--- src/rtl/lcd_bus_pkg.sv ---
package lcd_bus_pkg;

  typedef enum logic [2:0] {
    ST_WAIT,
    ST_IDLE,
    ST_SETUP,
    ST_HIGH,
    ST_HOLD
  } bus_state_e;

  // ceil(ns / period), never below one cycle
  function automatic int unsigned ns_to_cyc(input int unsigned ns, input int unsigned per);
    int unsigned c;
    c = (ns + per - 1) / per;
    if (c == 0) c = 1;
    return c;
  endfunction

  function automatic int unsigned max_u(input int unsigned a, input int unsigned b);
    return (a > b) ? a : b;
  endfunction

endpackage

--- src/rtl/lcd_pwr_wait.sv ---
module lcd_pwr_wait #(
  parameter int unsigned WAIT_CYC = 1
) (
  input  logic clk_i,
  input  logic rst_ni,
  output logic done_o
);
  localparam int unsigned PW = $clog2(WAIT_CYC + 1);

  logic [PW-1:0] cnt_q;

  always_ff @(posedge clk_i or negedge rst_ni) begin
    if (!rst_ni) begin
      cnt_q  <= '0;
      done_o <= 1'b0;
    end else if (!done_o) begin
      if (cnt_q == PW'(WAIT_CYC - 1)) done_o <= 1'b1;
      else                            cnt_q  <= cnt_q + 1'b1;
    end
  end

endmodule

--- src/rtl/lcd_nib_path.sv ---
module lcd_nib_path #(
  parameter int unsigned DB_W = 8
) (
  input  logic            clk_i,
  input  logic            rst_ni,
  input  logic            nib_i,
  input  logic            idx_i,
  input  logic [DB_W-1:0] wdata_i,
  input  logic            cap_i,
  input  logic [DB_W-1:0] db_i,
  output logic [DB_W-1:0] db_o,
  output logic [DB_W-1:0] rdata_o
);
  localparam int unsigned NIB = DB_W / 2;

  logic [DB_W-1:0] hi_q;
  logic [NIB-1:0]  lo_q;

  always_comb begin
    if (!nib_i)      db_o = wdata_i;
    else if (!idx_i) db_o = {wdata_i[DB_W-1:NIB], {NIB{1'b0}}};
    else             db_o = {wdata_i[NIB-1:0], {NIB{1'b0}}};
  end

  always_ff @(posedge clk_i or negedge rst_ni) begin
    if (!rst_ni) begin
      hi_q <= '0;
      lo_q <= '0;
    end else if (cap_i) begin
      if (nib_i && idx_i) lo_q <= db_i[DB_W-1:NIB];
      else                hi_q <= db_i;
    end
  end

  assign rdata_o = nib_i ? {hi_q[DB_W-1:NIB], lo_q} : hi_q;

endmodule

--- src/rtl/lcd_bus_seq.sv ---
module lcd_bus_seq
  import lcd_bus_pkg::*;
#(
  parameter int unsigned DB_W   = 8,
  parameter int unsigned SU_CYC = 1,
  parameter int unsigned HI_CYC = 1,
  parameter int unsigned HD_CYC = 1,
  parameter int unsigned CY_CYC = 1
) (
  input  logic              clk_i,
  input  logic              rst_ni,
  input  logic              pwr_done_i,
  input  logic              nibble_mode_i,
  input  logic              busy_poll_i,
  input  logic              req_valid_i,
  output logic              req_ready_o,
  input  logic              req_rs_i,
  input  logic              req_rd_i,
  input  logic [DB_W-1:0]   req_data_i,
  input  logic [DB_W-1:0]   rdata_i,
  output logic              cap_o,
  output logic              idx_o,
  output logic              nib_o,
  output logic [DB_W-1:0]   wdata_o,
  output logic              bus_rs_o,
  output logic              bus_rw_o,
  output logic              bus_e_o,
  output logic              bus_oe_o,
  output logic              rsp_valid_o,
  output logic [DB_W-1:0]   rsp_data_o,
  output logic [DB_W-2:0]   ac_o
);
  localparam int unsigned CMAX = max_u(max_u(SU_CYC, HI_CYC), HD_CYC);
  localparam int unsigned CW   = $clog2(CMAX + 1);
  localparam int unsigned GW   = $clog2(CY_CYC + 1);
  localparam logic [CW-1:0] SU_LD = CW'(SU_CYC - 1);
  localparam logic [CW-1:0] HI_LD = CW'(HI_CYC - 1);
  localparam logic [CW-1:0] HD_LD = CW'(HD_CYC - 1);
  localparam logic [GW-1:0] G_MAX = GW'(CY_CYC - 1);

  bus_state_e      state_q;
  logic [CW-1:0]   cnt_q;
  logic [GW-1:0]   gap_q;
  logic            poll_q, idx_q, nib_q, rs_q, rw_q;
  logic [DB_W-1:0] wd_q;
  logic            gap_ok, rise_go, active;

  assign gap_ok  = (gap_q >= G_MAX);
  assign rise_go = (state_q == ST_SETUP) && (cnt_q == '0) && gap_ok;
  assign active  = (state_q == ST_SETUP) || (state_q == ST_HIGH) || (state_q == ST_HOLD);

  assign req_ready_o = (state_q == ST_IDLE);
  assign bus_rs_o    = poll_q ? 1'b0 : rs_q;
  assign bus_rw_o    = poll_q ? 1'b1 : rw_q;
  assign bus_e_o     = (state_q == ST_HIGH);
  assign bus_oe_o    = active && !bus_rw_o;
  assign cap_o       = (state_q == ST_HIGH) && (cnt_q == '0) && bus_rw_o;
  assign idx_o       = idx_q;
  assign nib_o       = nib_q;
  assign wdata_o     = wd_q;

  // cycles since the last enable rise, saturating
  always_ff @(posedge clk_i or negedge rst_ni) begin
    if (!rst_ni)            gap_q <= G_MAX;
    else if (rise_go)       gap_q <= '0;
    else if (gap_q != G_MAX) gap_q <= gap_q + 1'b1;
  end

  always_ff @(posedge clk_i or negedge rst_ni) begin
    if (!rst_ni) begin
      state_q     <= ST_WAIT;
      cnt_q       <= '0;
      poll_q      <= 1'b0;
      idx_q       <= 1'b0;
      nib_q       <= 1'b0;
      rs_q        <= 1'b0;
      rw_q        <= 1'b1;
      wd_q        <= '0;
      rsp_valid_o <= 1'b0;
      rsp_data_o  <= '0;
      ac_o        <= '0;
    end else begin
      rsp_valid_o <= 1'b0;
      unique case (state_q)
        ST_WAIT: if (pwr_done_i) state_q <= ST_IDLE;
        ST_IDLE: begin
          if (req_valid_i) begin
            rs_q    <= req_rs_i;
            rw_q    <= req_rd_i;
            wd_q    <= req_data_i;
            nib_q   <= nibble_mode_i;
            poll_q  <= busy_poll_i;
            idx_q   <= 1'b0;
            cnt_q   <= SU_LD;
            state_q <= ST_SETUP;
          end
        end
        ST_SETUP: begin
          if (cnt_q != '0) cnt_q <= cnt_q - 1'b1;
          else if (gap_ok) begin
            cnt_q   <= HI_LD;
            state_q <= ST_HIGH;
          end
        end
        ST_HIGH: begin
          if (cnt_q != '0) cnt_q <= cnt_q - 1'b1;
          else begin
            cnt_q   <= HD_LD;
            state_q <= ST_HOLD;
          end
        end
        ST_HOLD: begin
          if (cnt_q != '0) cnt_q <= cnt_q - 1'b1;
          else if (nib_q && !idx_q) begin
            idx_q   <= 1'b1;
            cnt_q   <= SU_LD;
            state_q <= ST_SETUP;
          end else if (poll_q) begin
            idx_q   <= 1'b0;
            cnt_q   <= SU_LD;
            state_q <= ST_SETUP;
            if (!rdata_i[DB_W-1]) begin
              poll_q <= 1'b0;
              ac_o   <= rdata_i[DB_W-2:0];
            end
          end else begin
            state_q <= ST_IDLE;
            if (rw_q) begin
              rsp_valid_o <= 1'b1;
              rsp_data_o  <= rdata_i;
            end
          end
        end
        default: state_q <= ST_WAIT;
      endcase
    end
  end

  p_oe_write_only_r6: assert property (@(posedge clk_i) disable iff (!rst_ni)
    ($rose(bus_e_o) && bus_rw_o) |-> ($past(!bus_oe_o) && !bus_oe_o));

  p_rsp_single_r7: assert property (@(posedge clk_i) disable iff (!rst_ni)
    rsp_valid_o |=> !rsp_valid_o);

  p_ready_quiet_r10: assert property (@(posedge clk_i) disable iff (!rst_ni)
    req_ready_o |-> (!bus_e_o && !bus_oe_o));

endmodule

--- src/rtl/lcd_bus_master.sv ---
module lcd_bus_master
  import lcd_bus_pkg::*;
#(
  parameter int unsigned DB_W          = 8,
  parameter int unsigned CLK_PERIOD_NS = 10,
  parameter int unsigned T_SETUP_NS    = 60,
  parameter int unsigned T_PULSE_NS    = 300,
  parameter int unsigned T_CYCLE_NS    = 500,
  parameter int unsigned T_HOLD_NS     = 10,
  parameter int unsigned T_WDSU_NS     = 100,
  parameter int unsigned T_RDDLY_NS    = 190,
  parameter int unsigned POWER_UP_NS   = 50_000_000
) (
  input  logic            clk_i,
  input  logic            rst_ni,
  input  logic            nibble_mode_i,
  input  logic            busy_poll_i,
  input  logic            req_valid_i,
  output logic            req_ready_o,
  input  logic            req_rs_i,
  input  logic            req_rd_i,
  input  logic [DB_W-1:0] req_data_i,
  output logic            rsp_valid_o,
  output logic [DB_W-1:0] rsp_data_o,
  output logic [DB_W-2:0] ac_o,
  output logic            lcd_rs_o,
  output logic            lcd_rw_o,
  output logic            lcd_e_o,
  output logic [DB_W-1:0] lcd_db_o,
  output logic            lcd_db_oe_o,
  input  logic [DB_W-1:0] lcd_db_i
);
  localparam int unsigned SU_CYC  = ns_to_cyc(T_SETUP_NS, CLK_PERIOD_NS);
  localparam int unsigned HI_CYC  = max_u(max_u(ns_to_cyc(T_PULSE_NS, CLK_PERIOD_NS),
                                                ns_to_cyc(T_WDSU_NS, CLK_PERIOD_NS)),
                                          ns_to_cyc(T_RDDLY_NS, CLK_PERIOD_NS));
  localparam int unsigned HD_CYC  = ns_to_cyc(T_HOLD_NS, CLK_PERIOD_NS);
  localparam int unsigned CY_CYC  = ns_to_cyc(T_CYCLE_NS, CLK_PERIOD_NS);
  localparam int unsigned PWR_CYC = ns_to_cyc(POWER_UP_NS, CLK_PERIOD_NS);

  logic            pwr_done, cap, idx, nib;
  logic [DB_W-1:0] wdata, rdata;

  lcd_pwr_wait #(.WAIT_CYC(PWR_CYC)) i_pwr (
    .clk_i  (clk_i),
    .rst_ni (rst_ni),
    .done_o (pwr_done)
  );

  lcd_bus_seq #(
    .DB_W   (DB_W),
    .SU_CYC (SU_CYC),
    .HI_CYC (HI_CYC),
    .HD_CYC (HD_CYC),
    .CY_CYC (CY_CYC)
  ) i_seq (
    .clk_i         (clk_i),
    .rst_ni        (rst_ni),
    .pwr_done_i    (pwr_done),
    .nibble_mode_i (nibble_mode_i),
    .busy_poll_i   (busy_poll_i),
    .req_valid_i   (req_valid_i),
    .req_ready_o   (req_ready_o),
    .req_rs_i      (req_rs_i),
    .req_rd_i      (req_rd_i),
    .req_data_i    (req_data_i),
    .rdata_i       (rdata),
    .cap_o         (cap),
    .idx_o         (idx),
    .nib_o         (nib),
    .wdata_o       (wdata),
    .bus_rs_o      (lcd_rs_o),
    .bus_rw_o      (lcd_rw_o),
    .bus_e_o       (lcd_e_o),
    .bus_oe_o      (lcd_db_oe_o),
    .rsp_valid_o   (rsp_valid_o),
    .rsp_data_o    (rsp_data_o),
    .ac_o          (ac_o)
  );

  lcd_nib_path #(.DB_W(DB_W)) i_path (
    .clk_i   (clk_i),
    .rst_ni  (rst_ni),
    .nib_i   (nib),
    .idx_i   (idx),
    .wdata_i (wdata),
    .cap_i   (cap),
    .db_i    (lcd_db_i),
    .db_o    (lcd_db_o),
    .rdata_o (rdata)
  );

  // checker counters: enable high run length and rise-to-rise distance
  localparam int unsigned EW = $clog2(HI_CYC + 1);
  localparam int unsigned RW = $clog2(CY_CYC + 1);
  logic [EW-1:0] e_run_q;
  logic [RW-1:0] rr_q;
  logic          e_q;

  always_ff @(posedge clk_i or negedge rst_ni) begin
    if (!rst_ni) begin
      e_run_q <= '0;
      rr_q    <= RW'(CY_CYC);
      e_q     <= 1'b0;
    end else begin
      e_q <= lcd_e_o;
      if (!lcd_e_o)                        e_run_q <= '0;
      else if (e_run_q != EW'(HI_CYC))     e_run_q <= e_run_q + 1'b1;
      if (lcd_e_o && !e_q)                 rr_q <= RW'(1);
      else if (rr_q != RW'(CY_CYC))        rr_q <= rr_q + 1'b1;
    end
  end

  p_wait_quiet_r1: assert property (@(posedge clk_i) disable iff (!rst_ni)
    !pwr_done |-> (!lcd_e_o && !req_ready_o && !lcd_db_oe_o));

  p_pulse_width_r3: assert property (@(posedge clk_i) disable iff (!rst_ni)
    (!lcd_e_o && e_q) |-> (e_run_q >= EW'(HI_CYC)));

  p_rise_gap_r4: assert property (@(posedge clk_i) disable iff (!rst_ni)
    (lcd_e_o && !e_q) |-> (rr_q >= RW'(CY_CYC)));

  p_ctrl_high_r5: assert property (@(posedge clk_i) disable iff (!rst_ni)
    lcd_e_o |-> ($stable(lcd_rs_o) && $stable(lcd_rw_o)));

  p_ctrl_hold_r5: assert property (@(posedge clk_i) disable iff (!rst_ni)
    (!lcd_e_o && e_q) |-> ($stable(lcd_rs_o) && $stable(lcd_rw_o) &&
                           (lcd_rw_o || $stable(lcd_db_o))));

endmodule

--- config.mk ---
export PLATFORM = sky130hd
export DESIGN_NAME = lcd_bus_master
export DESIGN_NICKNAME = d
export VERILOG_FILES = /design/src/rtl/lcd_bus_pkg.sv /design/src/rtl/lcd_pwr_wait.sv /design/src/rtl/lcd_nib_path.sv /design/src/rtl/lcd_bus_seq.sv /design/src/rtl/lcd_bus_master.sv
export SDC_FILE = /design/constraint.sdc
export NUM_CORES = 1
export LEC_CHECK = 0
export BUFFER_PORTS_ARGS = -buffer_cell sky130_fd_sc_hd__buf_2
export CAP_MARGIN = 10
export CORE_MARGIN = 8
export CORE_UTILIZATION = 25
export DETAILED_ROUTE_END_ITERATION = 8
export SYNTH_ARGS = -nofsm -noshare
export SYNTH_HDL_FRONTEND = slang
export SYNTH_SLANG_ARGS = --single-unit
--- constraint.sdc ---
create_clock -name clk_i -period 3.84 [get_ports clk_i]
set_input_delay 0.576 -clock clk_i [delete_from_list [all_inputs] [get_ports clk_i]]
set_output_delay 0.576 -clock clk_i [all_outputs]
set_load 0.01 [all_outputs]
Word level (Yosys, flattened, before mapping) --
Index checks and enable logic that the tools add are counted.
Operators by class: add/sub/neg operators 3, order comparisons 1, equality and inequality tests 16, mux-type cells 42, bitwise operators 7, reduce and logical (&&, ||, !) cells 27
Operators by type and width (count):
- $mux W5 | 7
- $add A23 B1 Y23 const B | 1
- $eq A23 B23 Y1 const B | 1
- $mux W3 | 7
- $pmux W5 S4 | 1
- $mux W1 | 18
- $mux W8 | 2
- $pmux W3 S5 | 1
- $mux W6 | 2
- $ne A2 B2 Y1 const B | 6
- $reduce_and A4 Y1 | 3
- $reduce_and A5 Y1 | 2
- $reduce_and A2 Y1 | 4
- $logic_and A1 B1 Y1 | 7
- $not A1 Y1 | 7
- $add A6 B1 Y6 const B | 1
- $eq A3 B2 Y1 const B | 2
- $ge A6 B6 Y1 const B | 1
- $ne A3 B2 Y1 const B | 2
- $ne A6 B6 Y1 const B | 1
- $reduce_and A6 Y1 | 1
- $logic_not A5 Y1 | 1
- $reduce_bool A5 Y1 | 1
- $sub A5 B1 Y5 const B | 1
- 12 further kinds | 16
Word-level totals: register bits 79, output and inout bits 29

Depth between registers and ports, before layout --
depth in word-level cells 5, depth in mapped cells 9, mapped depth without buffers 7

Cells and area by module --
A second synthesis with hierarchy kept.
Second synthesis, totals: cell total of the unflattened synthesis 331, area total of the unflattened synthesis 3997.6 um^2
Modules (own cells, without submodules):
- lcd_bus_seq | times used 1, cells each 187, area an instance 2149.6 um^2, sequential area each 1081.0 um^2
- lcd_pwr_wait | times used 1, cells each 100, area an instance 1183.6 um^2, sequential area each 600.6 um^2
- lcd_nib_path | times used 1, cells each 44, area an instance 664.4 um^2, sequential area each 300.3 um^2

Worst setup path after synthesis --
OpenSTA, ideal clock, no wires.
path kind flip-flop to flip-flop, start reg i_seq.cnt_q[0], end reg i_seq.ac_o[4], setup time 0.125 ns, arrival 1.964 ns, required time 3.715 ns, setup slack 1.751 ns, cell stages (with the launch flop) 9, path buffers 2, clock period less this slack 2.089 ns, path through dfrtp_1 inv_1 ha_1 or4b_1 buf_2 nor3_2 nand3b_1 buf_2 mux2_4
On the way: word-level cells in the longest chain between the ends 3
Ends and longest elaborated chain:
- start: declaration | RTL line lcd_bus_seq.sv:42 | logic [CW-1:0] cnt_q;
- start signal: assignment | RTL line lcd_bus_seq.sv:99 | if (cnt_q != '0) cnt_q <= cnt_q - 1'b1;
- start signal: assignment | RTL line lcd_bus_seq.sv:106 | if (cnt_q != '0) cnt_q <= cnt_q - 1'b1;
- start signal: assignment | RTL line lcd_bus_seq.sv:113 | if (cnt_q != '0) cnt_q <= cnt_q - 1'b1;
- $reduce_bool A5 Y1 | RTL line lcd_bus_seq.sv:113
- $not A1 Y1 (no line)
- $reduce_and A5 Y1 (no line)
- end signal: assignment | RTL line lcd_bus_seq.sv:124 | ac_o <= rdata_i[DB_W-2:0];
- end: declaration | RTL line lcd_bus_seq.sv:31 | output logic [DB_W-2:0] ac_o
No other way between the ends. A chain may end at the register's enable or synchronous reset.

Worst setup path in the final report --
Same ends and word-level chain as after synthesis.

==> impl_results.md <==
* Post-synth top flop: dfrtp_1
* Initial Util at 0.254
* Mapped Nets at 352
* CTS root buf: clkbuf_16
* CTS H-Tree Depth at 3
* Drt pass-1 iters at 5
* CP max FO at 11
* Hold-fix buffers, CTS at 0
* Clock sink total at a little under 80
* Bufs on Longest Clock Path at 2
* Clk_lat worst skew at 0.33 ns
* Mean Syn Cell Area at approximately 11 um2
* Synth-to-Final Area Change at 19.6%
* Worst r2r src: i_seq.cnt_q[0]$_DFFE_PN0P_
* RSZ-0062 raised after global routing: false
* Die area at roughly 19,000 um2
* FILL cells at 1,483
* Vias in the first global route at between 2,000 and 3,000
* Reg2reg end: i_seq.ac_o[4]$_DFFE_PN0P_
* DR vias at between 2,000 and 3,000
* Rows at 44
* Sequential area share after synthesis at 0.539
* Final hold vios at 0
* Crit path arrival time at roughly 2.7 ns
* PD cells at about 500 nW/um2
* Final Cell Area at around 4400 um2
* Critical path capture point: i_seq.ac_o[4]$_DFFE_PN0P_
* CTS tree: yes
* First-pass GRT wire length at between 10,000 and 15,000 um
* Routed WL at 7720 um
* Nature of the critical path endpoint: flop
* Crit path launch: i_seq.cnt_q[0]$_DFFE_PN0P_
* Post-synth EDFFs at 0
* Largest net degree at the start of global routing at 80
* Reg2reg path depth at 6
* Initial antenna violation count at 1
* Most frequent cells in the layout: dfrtp_1, buf_2, mux2_2
* Ys Warns at 0
* Peak VDD IR at 0.000236 V
* Post-Syn Area at 3680 um2
* Post-Synthesis Cells at ~320
* Cts bufs inserted at 9
* Chip Height at between 100 and 150 um
* Final period util at 0.637
* Max_slew headroom at 0.340
* Total gr overflow at 0
* Postcts setup bufs at 0
* Area contributors post-synth: dfrtp_1, mux2_2, xnor2_1
* Layout Skew at between 0.007 and 0.008 ns
* Total GRT Usage at 0.0858
* Worst-path clk slew at 0.07 ns
* Max Clock Freq at 409 MHz
* DRT antenna net count at 0
* Synth unique cells at 47
* Vias/cell at about 4.5
* Outcome: completed
* Initial DRC Count at 168
* Max Slew Vio Count at 0
* Setup crit start kind: flop
* Layout cells sized above 1 at 0.303
* Wirelength per Cell at between 10 and 15 um
* R2r setup slk at 1.39 ns
* Final #Nets at between 400 and 500
* Min cycle time layout at 2.45 ns
* Leakage at just over 0.002 uW
* Die width at 137 um
* # setup viols final at 0
* Max-Cap Viols at 0
* Worst Hold Class: in2async
* Post-route DRC violation count at 0
* Core Box Area at 14,500 um2
* Diodes inserted at 0
* Async SR Flop Fraction at 1.00
* Worst Tran Pin Value at between 0.9 and 1 ns
* Port bufs at 51
* Routability cong. at between 0.7 and 0.8
* Commonest non-fill, non-tap cell in the layout: dfrtp_1
* Placed Area at between 4000 and 5000 um2
* Post-DP HPWL at 5560 um
* Yosys reg bits at 79
* CP required at 4.06 ns
* Yosys top cell by area: dfrtp_1
* CP Class: reg2reg
* IO Count at 52
* Post-synth top area share at 0.510
* Setup TNS at 0 ns
* PostCTS Resize Cnt at 0
[cell type report]
cell class | count | area [um2] | area share
clock buffers | 9 | 225 | 0.0512
inverters | 10 | 37.5 | 0.00853
multi-input cells | 223 | 1600 | 0.363
well taps | 184 | 230 | 0.0523
flip-flops and latches | 79 | 1980 | 0.451
repair buffers | 52 | 265 | 0.0603
clock inverters | 7 | 61.3 | 0.0139
[per-layer routing]
layer  part of all wire  track usage
met5             0.0013            0
met4             0.0070       0.0266
met3              0.093       0.0390
met2               0.45        0.132
met1               0.45        0.105
[how the worst min path moves through the flow]
stage                                   end  slack (ns)  cells after the start
5_1_grt        i_seq.wdata_o[0]$_DFFE_PN0P_        0.46                      2
3_3_place_gp    i_pwr.cnt_q[11]$_DFFE_PN0P_        0.46                      1
4_1_cts        i_seq.wdata_o[5]$_DFFE_PN0P_        0.44                      1
2_1_floorplan    i_path.hi_q[0]$_DFFE_PN0P_        0.28                      0
3_5_place_dp    i_pwr.cnt_q[11]$_DFFE_PN0P_        0.46                      1
6_report       i_seq.wdata_o[5]$_DFFE_PN0P_        0.40                      1
[flip-flops by register name, summed over array words and instances, names as in the netlist, 3 cells and up]
name,count
i_seq.cnt_q,5
i_seq.rsp_data_o,8
i_seq.ac_o,7
i_path.hi_q,8
i_pwr.cnt_q,23
i_seq.state_q,3
i_path.lo_q,4
i_seq.wdata_o,8
i_seq.gap_q,6
[worst max-delay path, stage by stage (launching register included)]
cell and delay (ns):
dfrtp_1 0.39, inv_1 0.08, ha_1 0.21, or4b_1 0.61, nor3_2 0.24, nand3b_1 0.39
mux2_4 0.41
[cell usage after synthesis, types with 6 or more instances]
cell type and number:
a21oi_1 10, dfrtp_1 75, inv_1 10, mux2_2 33, nand2_1 27, nand3_1 11, nand4_1 8, nor2_1 20
nor2b_1 10, nor3_1 6, o21ai_0 19, xnor2_1 18, xor2_1 6
[cell families (layout without fill, tap and decap cells)]
kind of cell | count (synthesis) | after routing | synth area share
AO/OA/AOI/OAI | 43 | 43 | 0.0708
flip-flops | 79 | 79 | 0.539
AND/OR/NAND/NOR | 111 | 111 | 0.165
XOR/XNOR | 24 | 24 | 0.0572
adder cells (fa/ha/maj) | 5 | 5 | 0.0170
multiplexers | 40 | 40 | 0.124
buffers and inverters | 22 | 78 | 0.0265
[stage by stage]
stage               power, uW  std cells  hold slack [ns]   util  setup slack, ns
floorplan                1270        324            0.280      -             1.75
global placement         1380        548            0.455  0.284             1.42
detailed placement       1400        548            0.456  0.284             1.37
CTS                      2230        564            0.438  0.304             1.38
global route             2310        564            0.462  0.304             1.24
finish                   2190        564            0.403  0.304             1.39
[report_power, final]
group          internal (uW)  switching (uW)
sequential               928            90.8
combinational            177             177
clock                    450             364
(Power assumes the default switching activity.)
